File: src/rtl/cim_pkg.sv
package cim_pkg;
  typedef enum logic [3:0] {
    OP_AND = 4'd0, OP_OR = 4'd1, OP_XOR = 4'd2, OP_ADD = 4'd3,
    OP_COPY = 4'd4, OP_INV = 4'd5, OP_LDC = 4'd6, OP_STC = 4'd7,
    OP_LDT = 4'd8, OP_STT = 4'd9, OP_EQ = 4'd10, OP_SETC = 4'd11,
    OP_CLRC = 4'd12, OP_NOR = 4'd13, OP_SETT = 4'd14, OP_NOP = 4'd15
  } opcode_e;

  typedef struct packed {
    logic       doCompute;
    opcode_e    op;
    logic       cond;
    logic       pattern;
    logic [7:0] colA;
    logic [7:0] colB;
    logic [7:0] colD;
    logic       rowWr;
    logic       rowRd;
  } strobe_t;
endpackage

File: src/rtl/cim_ctrl.sv
module cim_ctrl
  import cim_pkg::*;
(
  input  logic        clk,
  input  logic        rstN,
  input  logic        rowReq,
  input  logic        rowWe,
  input  logic        instValid,
  input  logic [31:0] instWord,
  output logic        rowReady,
  output logic        instBusy,
  output strobe_t     st
);
  logic stallQ;
  logic instFire;
  logic rowFire;
  logic unusedRsvd;

  assign unusedRsvd = ^instWord[31:29];
  assign instBusy   = stallQ & rowReq;
  assign instFire   = instValid & ~instBusy;
  assign rowReady   = ~instFire;
  assign rowFire    = rowReq & rowReady;

  always_ff @(posedge clk) begin
    if (!rstN) stallQ <= 1'b0;
    else       stallQ <= rowReq & ~rowReady;
  end

  always_comb begin
    st.doCompute = instFire;
    st.op        = opcode_e'(instWord[27:24]);
    st.cond      = instWord[28];
    st.pattern   = instWord[8];
    st.colA      = instWord[23:16];
    st.colB      = instWord[15:8];
    st.colD      = instWord[7:0];
    st.rowWr     = rowFire & rowWe;
    st.rowRd     = rowFire & ~rowWe;
  end

  p_no_starve_r10: assert property (@(posedge clk) disable iff (!rstN)
    (rowReq && !rowReady) |=> (!rowReq || rowReady));
  p_busy_frees_row_r9: assert property (@(posedge clk) disable iff (!rstN)
    instBusy |-> rowReady);
endmodule

File: src/rtl/cim_row_slice.sv
module cim_row_slice
  import cim_pkg::*;
(
  input  logic    clk,
  input  logic    rstN,
  input  strobe_t st,
  input  logic    aBit,
  input  logic    bBit,
  output logic    wrBit,
  output logic    wrEn
);
  logic carryQ, tagQ;
  logic writes;
  logic unusedSt;

  assign unusedSt = ^{st.colA, st.colB, st.colD, st.rowWr, st.rowRd};

  always_comb begin
    wrBit  = 1'b0;
    writes = 1'b1;
    case (st.op)
      OP_AND:  wrBit = aBit & bBit;
      OP_OR:   wrBit = aBit | bBit;
      OP_XOR:  wrBit = aBit ^ bBit;
      OP_NOR:  wrBit = ~(aBit | bBit);
      OP_ADD:  wrBit = aBit ^ bBit ^ carryQ;
      OP_COPY: wrBit = aBit;
      OP_INV:  wrBit = ~aBit;
      OP_STC:  wrBit = carryQ;
      OP_STT:  wrBit = tagQ;
      default: writes = 1'b0;
    endcase
  end

  assign wrEn = st.doCompute & writes & (~st.cond | tagQ);

  always_ff @(posedge clk) begin
    if (!rstN) begin
      carryQ <= 1'b0;
      tagQ   <= 1'b0;
    end else if (st.doCompute) begin
      case (st.op)
        OP_ADD:  carryQ <= (aBit & bBit) | (aBit & carryQ) | (bBit & carryQ);
        OP_LDC:  carryQ <= aBit;
        OP_SETC: carryQ <= 1'b1;
        OP_CLRC: carryQ <= 1'b0;
        OP_LDT:  tagQ   <= aBit;
        OP_EQ:   tagQ   <= (aBit == st.pattern);
        OP_SETT: tagQ   <= 1'b1;
        default: ;
      endcase
    end
  end

  p_setc_r4: assert property (@(posedge clk) disable iff (!rstN)
    (st.doCompute && st.op == OP_SETC) |=> carryQ);
  p_clrc_r4: assert property (@(posedge clk) disable iff (!rstN)
    (st.doCompute && st.op == OP_CLRC) |=> !carryQ);
  p_sett_r5: assert property (@(posedge clk) disable iff (!rstN)
    (st.doCompute && st.op == OP_SETT) |=> tagQ);
  p_idle_keeps_state_r11: assert property (@(posedge clk) disable iff (!rstN)
    (!st.doCompute || st.op == OP_NOP) |=> ($stable(carryQ) && $stable(tagQ)));
endmodule

File: src/rtl/cim_datapath.sv
module cim_datapath
  import cim_pkg::*;
#(
  parameter int ROWS = 8,
  parameter int COLS = 32,
  localparam int RAW = $clog2(ROWS),
  localparam int CAW = $clog2(COLS)
) (
  input  logic            clk,
  input  logic            rstN,
  input  strobe_t         st,
  input  logic [RAW-1:0]  rowAddr,
  input  logic [COLS-1:0] rowWdata,
  output logic [COLS-1:0] rowRdata,
  output logic            rowRvalid
);
  logic [ROWS-1:0][COLS-1:0] memQ;
  logic [ROWS-1:0] wrBit, wrEn;
  logic [CAW-1:0] colA, colB, colD;

  assign colA = st.colA[CAW-1:0];
  assign colB = st.colB[CAW-1:0];
  assign colD = st.colD[CAW-1:0];

  for (genvar g = 0; g < ROWS; g++) begin : g_row
    cim_row_slice u_slice (
      .clk(clk), .rstN(rstN), .st(st),
      .aBit(memQ[g][colA]), .bBit(memQ[g][colB]),
      .wrBit(wrBit[g]), .wrEn(wrEn[g])
    );
  end

  always_ff @(posedge clk) begin
    if (!rstN) begin
      memQ      <= '0;
      rowRdata  <= '0;
      rowRvalid <= 1'b0;
    end else begin
      rowRvalid <= st.rowRd;
      if (st.rowRd) rowRdata <= memQ[rowAddr];
      if (st.rowWr) memQ[rowAddr] <= rowWdata;
      for (int r = 0; r < ROWS; r++) begin
        if (wrEn[r]) memQ[r][colD] <= wrBit[r];
      end
    end
  end

  p_excl_r9: assert property (@(posedge clk) disable iff (!rstN)
    !(st.doCompute && (st.rowWr || st.rowRd)));
  p_rvalid_r8: assert property (@(posedge clk) disable iff (!rstN)
    st.rowRd |=> rowRvalid);
  p_rowwr_r8: assert property (@(posedge clk) disable iff (!rstN)
    st.rowWr |=> (memQ[$past(rowAddr)] == $past(rowWdata)));
endmodule

File: src/rtl/cim_array_top.sv
module cim_array_top
  import cim_pkg::*;
#(
  parameter int ROWS = 8,
  parameter int COLS = 32,
  localparam int RAW = $clog2(ROWS)
) (
  input  logic            clk,
  input  logic            rstN,
  input  logic            rowReq,
  input  logic            rowWe,
  input  logic [RAW-1:0]  rowAddr,
  input  logic [COLS-1:0] rowWdata,
  output logic            rowReady,
  output logic [COLS-1:0] rowRdata,
  output logic            rowRvalid,
  input  logic            instValid,
  input  logic [31:0]     instWord,
  output logic            instBusy
);
  strobe_t st;

  cim_ctrl u_ctrl (
    .clk(clk), .rstN(rstN), .rowReq(rowReq), .rowWe(rowWe),
    .instValid(instValid), .instWord(instWord),
    .rowReady(rowReady), .instBusy(instBusy), .st(st)
  );

  cim_datapath #(.ROWS(ROWS), .COLS(COLS)) u_dp (
    .clk(clk), .rstN(rstN), .st(st), .rowAddr(rowAddr),
    .rowWdata(rowWdata), .rowRdata(rowRdata), .rowRvalid(rowRvalid)
  );
endmodule

File: config.mk
export PLATFORM = sky130hd
export DESIGN_NAME = cim_array_top
export DESIGN_NICKNAME = d
export VERILOG_FILES = /design/src/rtl/cim_pkg.sv /design/src/rtl/cim_ctrl.sv /design/src/rtl/cim_row_slice.sv /design/src/rtl/cim_datapath.sv /design/src/rtl/cim_array_top.sv
export SDC_FILE = /design/constraint.sdc
export NUM_CORES = 1
export LEC_CHECK = 0
export BUFFER_PORTS_ARGS = -buffer_cell sky130_fd_sc_hd__buf_4
export CORE_AREA = 2 2 228 230
export DETAILED_ROUTE_END_ITERATION = 8
export DIE_AREA = 0 0 230 232
export PLACE_DENSITY = 0.66
export SLEW_MARGIN = 10
export SYNTH_ARGS = -nofsm -noshare
export SYNTH_HDL_FRONTEND = slang
export SYNTH_SLANG_ARGS = --single-unit
export TNS_END_PERCENT = 100
File: constraint.sdc
create_clock -name clk -period 11.8 [get_ports clk]
set_clock_uncertainty 0.1 [all_clocks]
set_input_delay 0.59 -clock clk [delete_from_list [all_inputs] [get_ports clk]]
set_output_delay 0.59 -clock clk [all_outputs]
set_load 0.01 [all_outputs]
==> flow_summary.ini <==
[placement]
placed_area_mm2 = 0.02456
placed_cells_incl_taps = 3142
hpwlAfterDp_mm = 73.15
gp_congestion = 1.059
port_buffers = 94
dp_slack_ns = 5.758

[clock_network]
cts_sinks = 306
tritoncts = built
post_cts_buffers = 0
worstSkewPairLatency_ns = 0.59
clkTransAtPathRegs_ns = 0.06
cts-resized-gates = 0
htree_num_levels = 2
clk_path_buf_depth = 3
clock-root-buffer = clkbuf_16
numCtsBuffers = 38
ctsHoldBuffers = 0

[min_path]
min_from = rowReq
min_to = u_ctrl.stallQ
min_path_cells = 2
min_path_type = primary input to flop

[global_route]
grt_max_degree = 87
grt_pass1_wl_mm = 163.7
antenna_found_initial = 3
grt_pass1_vias = 23610
grt_use_total_pct = 41.89
overflow = 0

[detailed_routing]
wirelength_mm = 115.3
drc = 0
drt_iter0_markers = 4113
vias = 25050
viasPerCell = 7.808
route.detailed.wl_per_inst_um = 35.95
ant_nets = 0
dr.pass1.iters = 7

[worst_setup_path]
r2r_start = u_dp.memQ[197]
startpoint_type = primary input
reg2reg_depth = 11
cp_data_arrival_time_ns = 6.01
r2r_slack_ns = 6.96
max_stage_delay_ns = 0.67
path_class = primary input to flop
crit_chain = buf_4 > buf_4 > mux4_2 > mux4_2 > mux2i_4 > buf_4 > fa_1 > nor2b_1 > a211oi_1 > o21ai_0 > nand3_1 > buf_4 > o211a_1
worst_r2r_endpoint = u_dp.memQ[203]
required_ns = 12.22
critPathCaptureType = flop
path_delay_family = buffers and inverters
critical_path_buf_inv_count = 4
slowest_stage = buf_4
crit_fanout = 37
cp_common_cell = buf_4

[floorplan]
die_x_um = 230
die_y_um = 232
io_pins = 107
coreArea_mm2 = 0.05089
die_area_mm2 = 0.05336
initial_core_util_pct = 46.73
fp-row-count = 83

[logic_synthesis]
synth_ff_type = dfxtp_1
syn_area_per_cell_um2 = 9.132
yosys.area.top_type = dfxtp_1
synth.distinct_cells = 59
syn_area_mm2 = 0.02378
async_flop_share_pct = 0
synthTopCellsByCount = nor2_1 (510), dfxtp_1 (306), mux2i_1 (278)
ys_ff_latch = 306
ys_seq_area_share_pct = 25.76
yosysWarningCount = 0
syn_nets = 2700
yosysMostFrequentCell = nor2_1
synth_top_area_share_pct = 25.76
synth_area_leaders = dfxtp_1 (26%), mux4_2 (15%), mux2i_1 (12%), o211a_1 (9.6%), nor2_1 (8.1%)
synthCells = 2604
synth_edf_count = 0

[layout]
drive_above_1_share_pct = 17.53
finalInstanceArea_mm2 = 0.02583
final_cells = 3208
final_nets = 2598
syn_to_final_growth_pct = 8.639
fillers = 4750

[run]
cap_violations = 0

[power]
p_leak_nw = 12.29
ir_drop_v = 0.00008385
total_power_mw = 2.742
power_density_mw_per_mm2 = 106.1

[timing]
rsz0062_at_grt = false
period_needed_ns = 5.588
tightest_slew_ns = 1.359
hold_viol = 0
setup_ws_ns = 6.212
max_slew_margin_pct = 9.309
layout_worst_path_cycle_share_pct = 47.35
finalSetupTns_ns = 0
fmax_mhz = 179.0
setup_violations = 0
maxSlewViolCount = 0

[run_status]
status = finished, final reports clean
[kinds of logic after synthesis]
group                    after synthesis  synth area share, %
multiplexers                         480                28.94
AO/OA/AOI/OAI                        750                24.84
buffers and inverters                332                6.419
adder cells (fa/ha/maj)               24                1.515
AND/OR/NAND/NOR                      712                12.53
flip-flops                           306                25.76
[cell usage in the layout, fill, tap and decap left out, types with 4 or more instances in the layout]
cell type  count
o211a_1      227
nor3b_2        6
clkbuf_1       8
nand2_1       77
nor3_1         9
a22o_1        54
and3b_1        6
inv_1         30
o21ai_0       46
mux2_2        40
ha_1          16
and2_1         6
mux4_2       160
o22ai_1      215
a31oi_1       24
a221oi_1      66
a41oi_1        8
or3_1          4
clkbuf_8      10
buf_4        158
fa_1           8
and3_1        24
dfxtp_1      306
o221ai_1       8
nor2_1       509
clkinv_2       5
mux2i_1      272
mux2i_4        8
o2bb2ai_1      4
nand3_1       26
a21oi_1       33
a22oi_1       20
nor2b_1       14
nand2b_1      13
clkbuf_16     41
a211oi_1      27
[sequential cells by signal, summed over array words and instances (netlist names)]
| register | cells |
|---|---|
| u_ctrl.stallQ | 1 |
| u_dp.g_row.u_slice.carryQ | 8 |
| u_dp.g_row.u_slice.tagQ | 8 |
| u_dp.memQ | 256 |
| u_dp.rowRdata | 32 |
| u_dp.rowRvalid | 1 |
[per-layer routing]
metal | global-route usage (%) | wire [um]
met5 | 0 | 41
met4 | 31.31 | 11000
met3 | 13.73 | 17180
met2 | 61.33 | 47380
met1 | 51.27 | 39730
[final cells by class]
| cell class | instances | area (um2) | area share, % |
|---|---|---|---|
| clock inverters | 7 | 85.08 | 0.3293 |
| multi-input cells | 1966 | 16270 | 62.99 |
| clock buffers | 58 | 1180 | 4.567 |
| repair buffers | 159 | 1200 | 4.645 |
| diodes | 1 | 2.502 | 0.009686 |
| flip-flops and latches | 306 | 6126 | 23.71 |
| inverters | 31 | 116.4 | 0.4504 |
| well taps | 680 | 850.8 | 3.293 |
[power breakdown]
| part | internal, mW | switching, mW |
|---|---|---|
| logic | 0.135 | 0.288 |
| clock network | 0.729 | 0.499 |
| registers | 1.06 | 0.0339 |
| total | 1.92 | 0.820 |
[per-stage QoR]
step	hold WS [ns]	util, %
2_1_floorplan	0.3722	-
4_1_cts	0.1757	50.76
5_1_grt	0.1998	50.76
3_3_place_gp	0.3808	48.27
6_report	0.1808	50.77
3_5_place_dp	0.3904	48.27
[how the worst max path moves through the flow]
stage	cells after the start	endpoint	slack [ns]	from
after floorplan	12	u_dp.memQ[191]	7.11	instWord[8]
after global placement	13	u_dp.memQ[210]	5.83	instWord[17]
after detailed placement	13	u_dp.memQ[203]	5.76	instWord[17]
after CTS	13	u_dp.memQ[203]	6.34	instWord[17]
after global routing	13	u_dp.memQ[203]	6.06	instWord[17]
final	13	u_dp.memQ[203]	6.21	instWord[17]
Power figures use the tool's default switching activity.
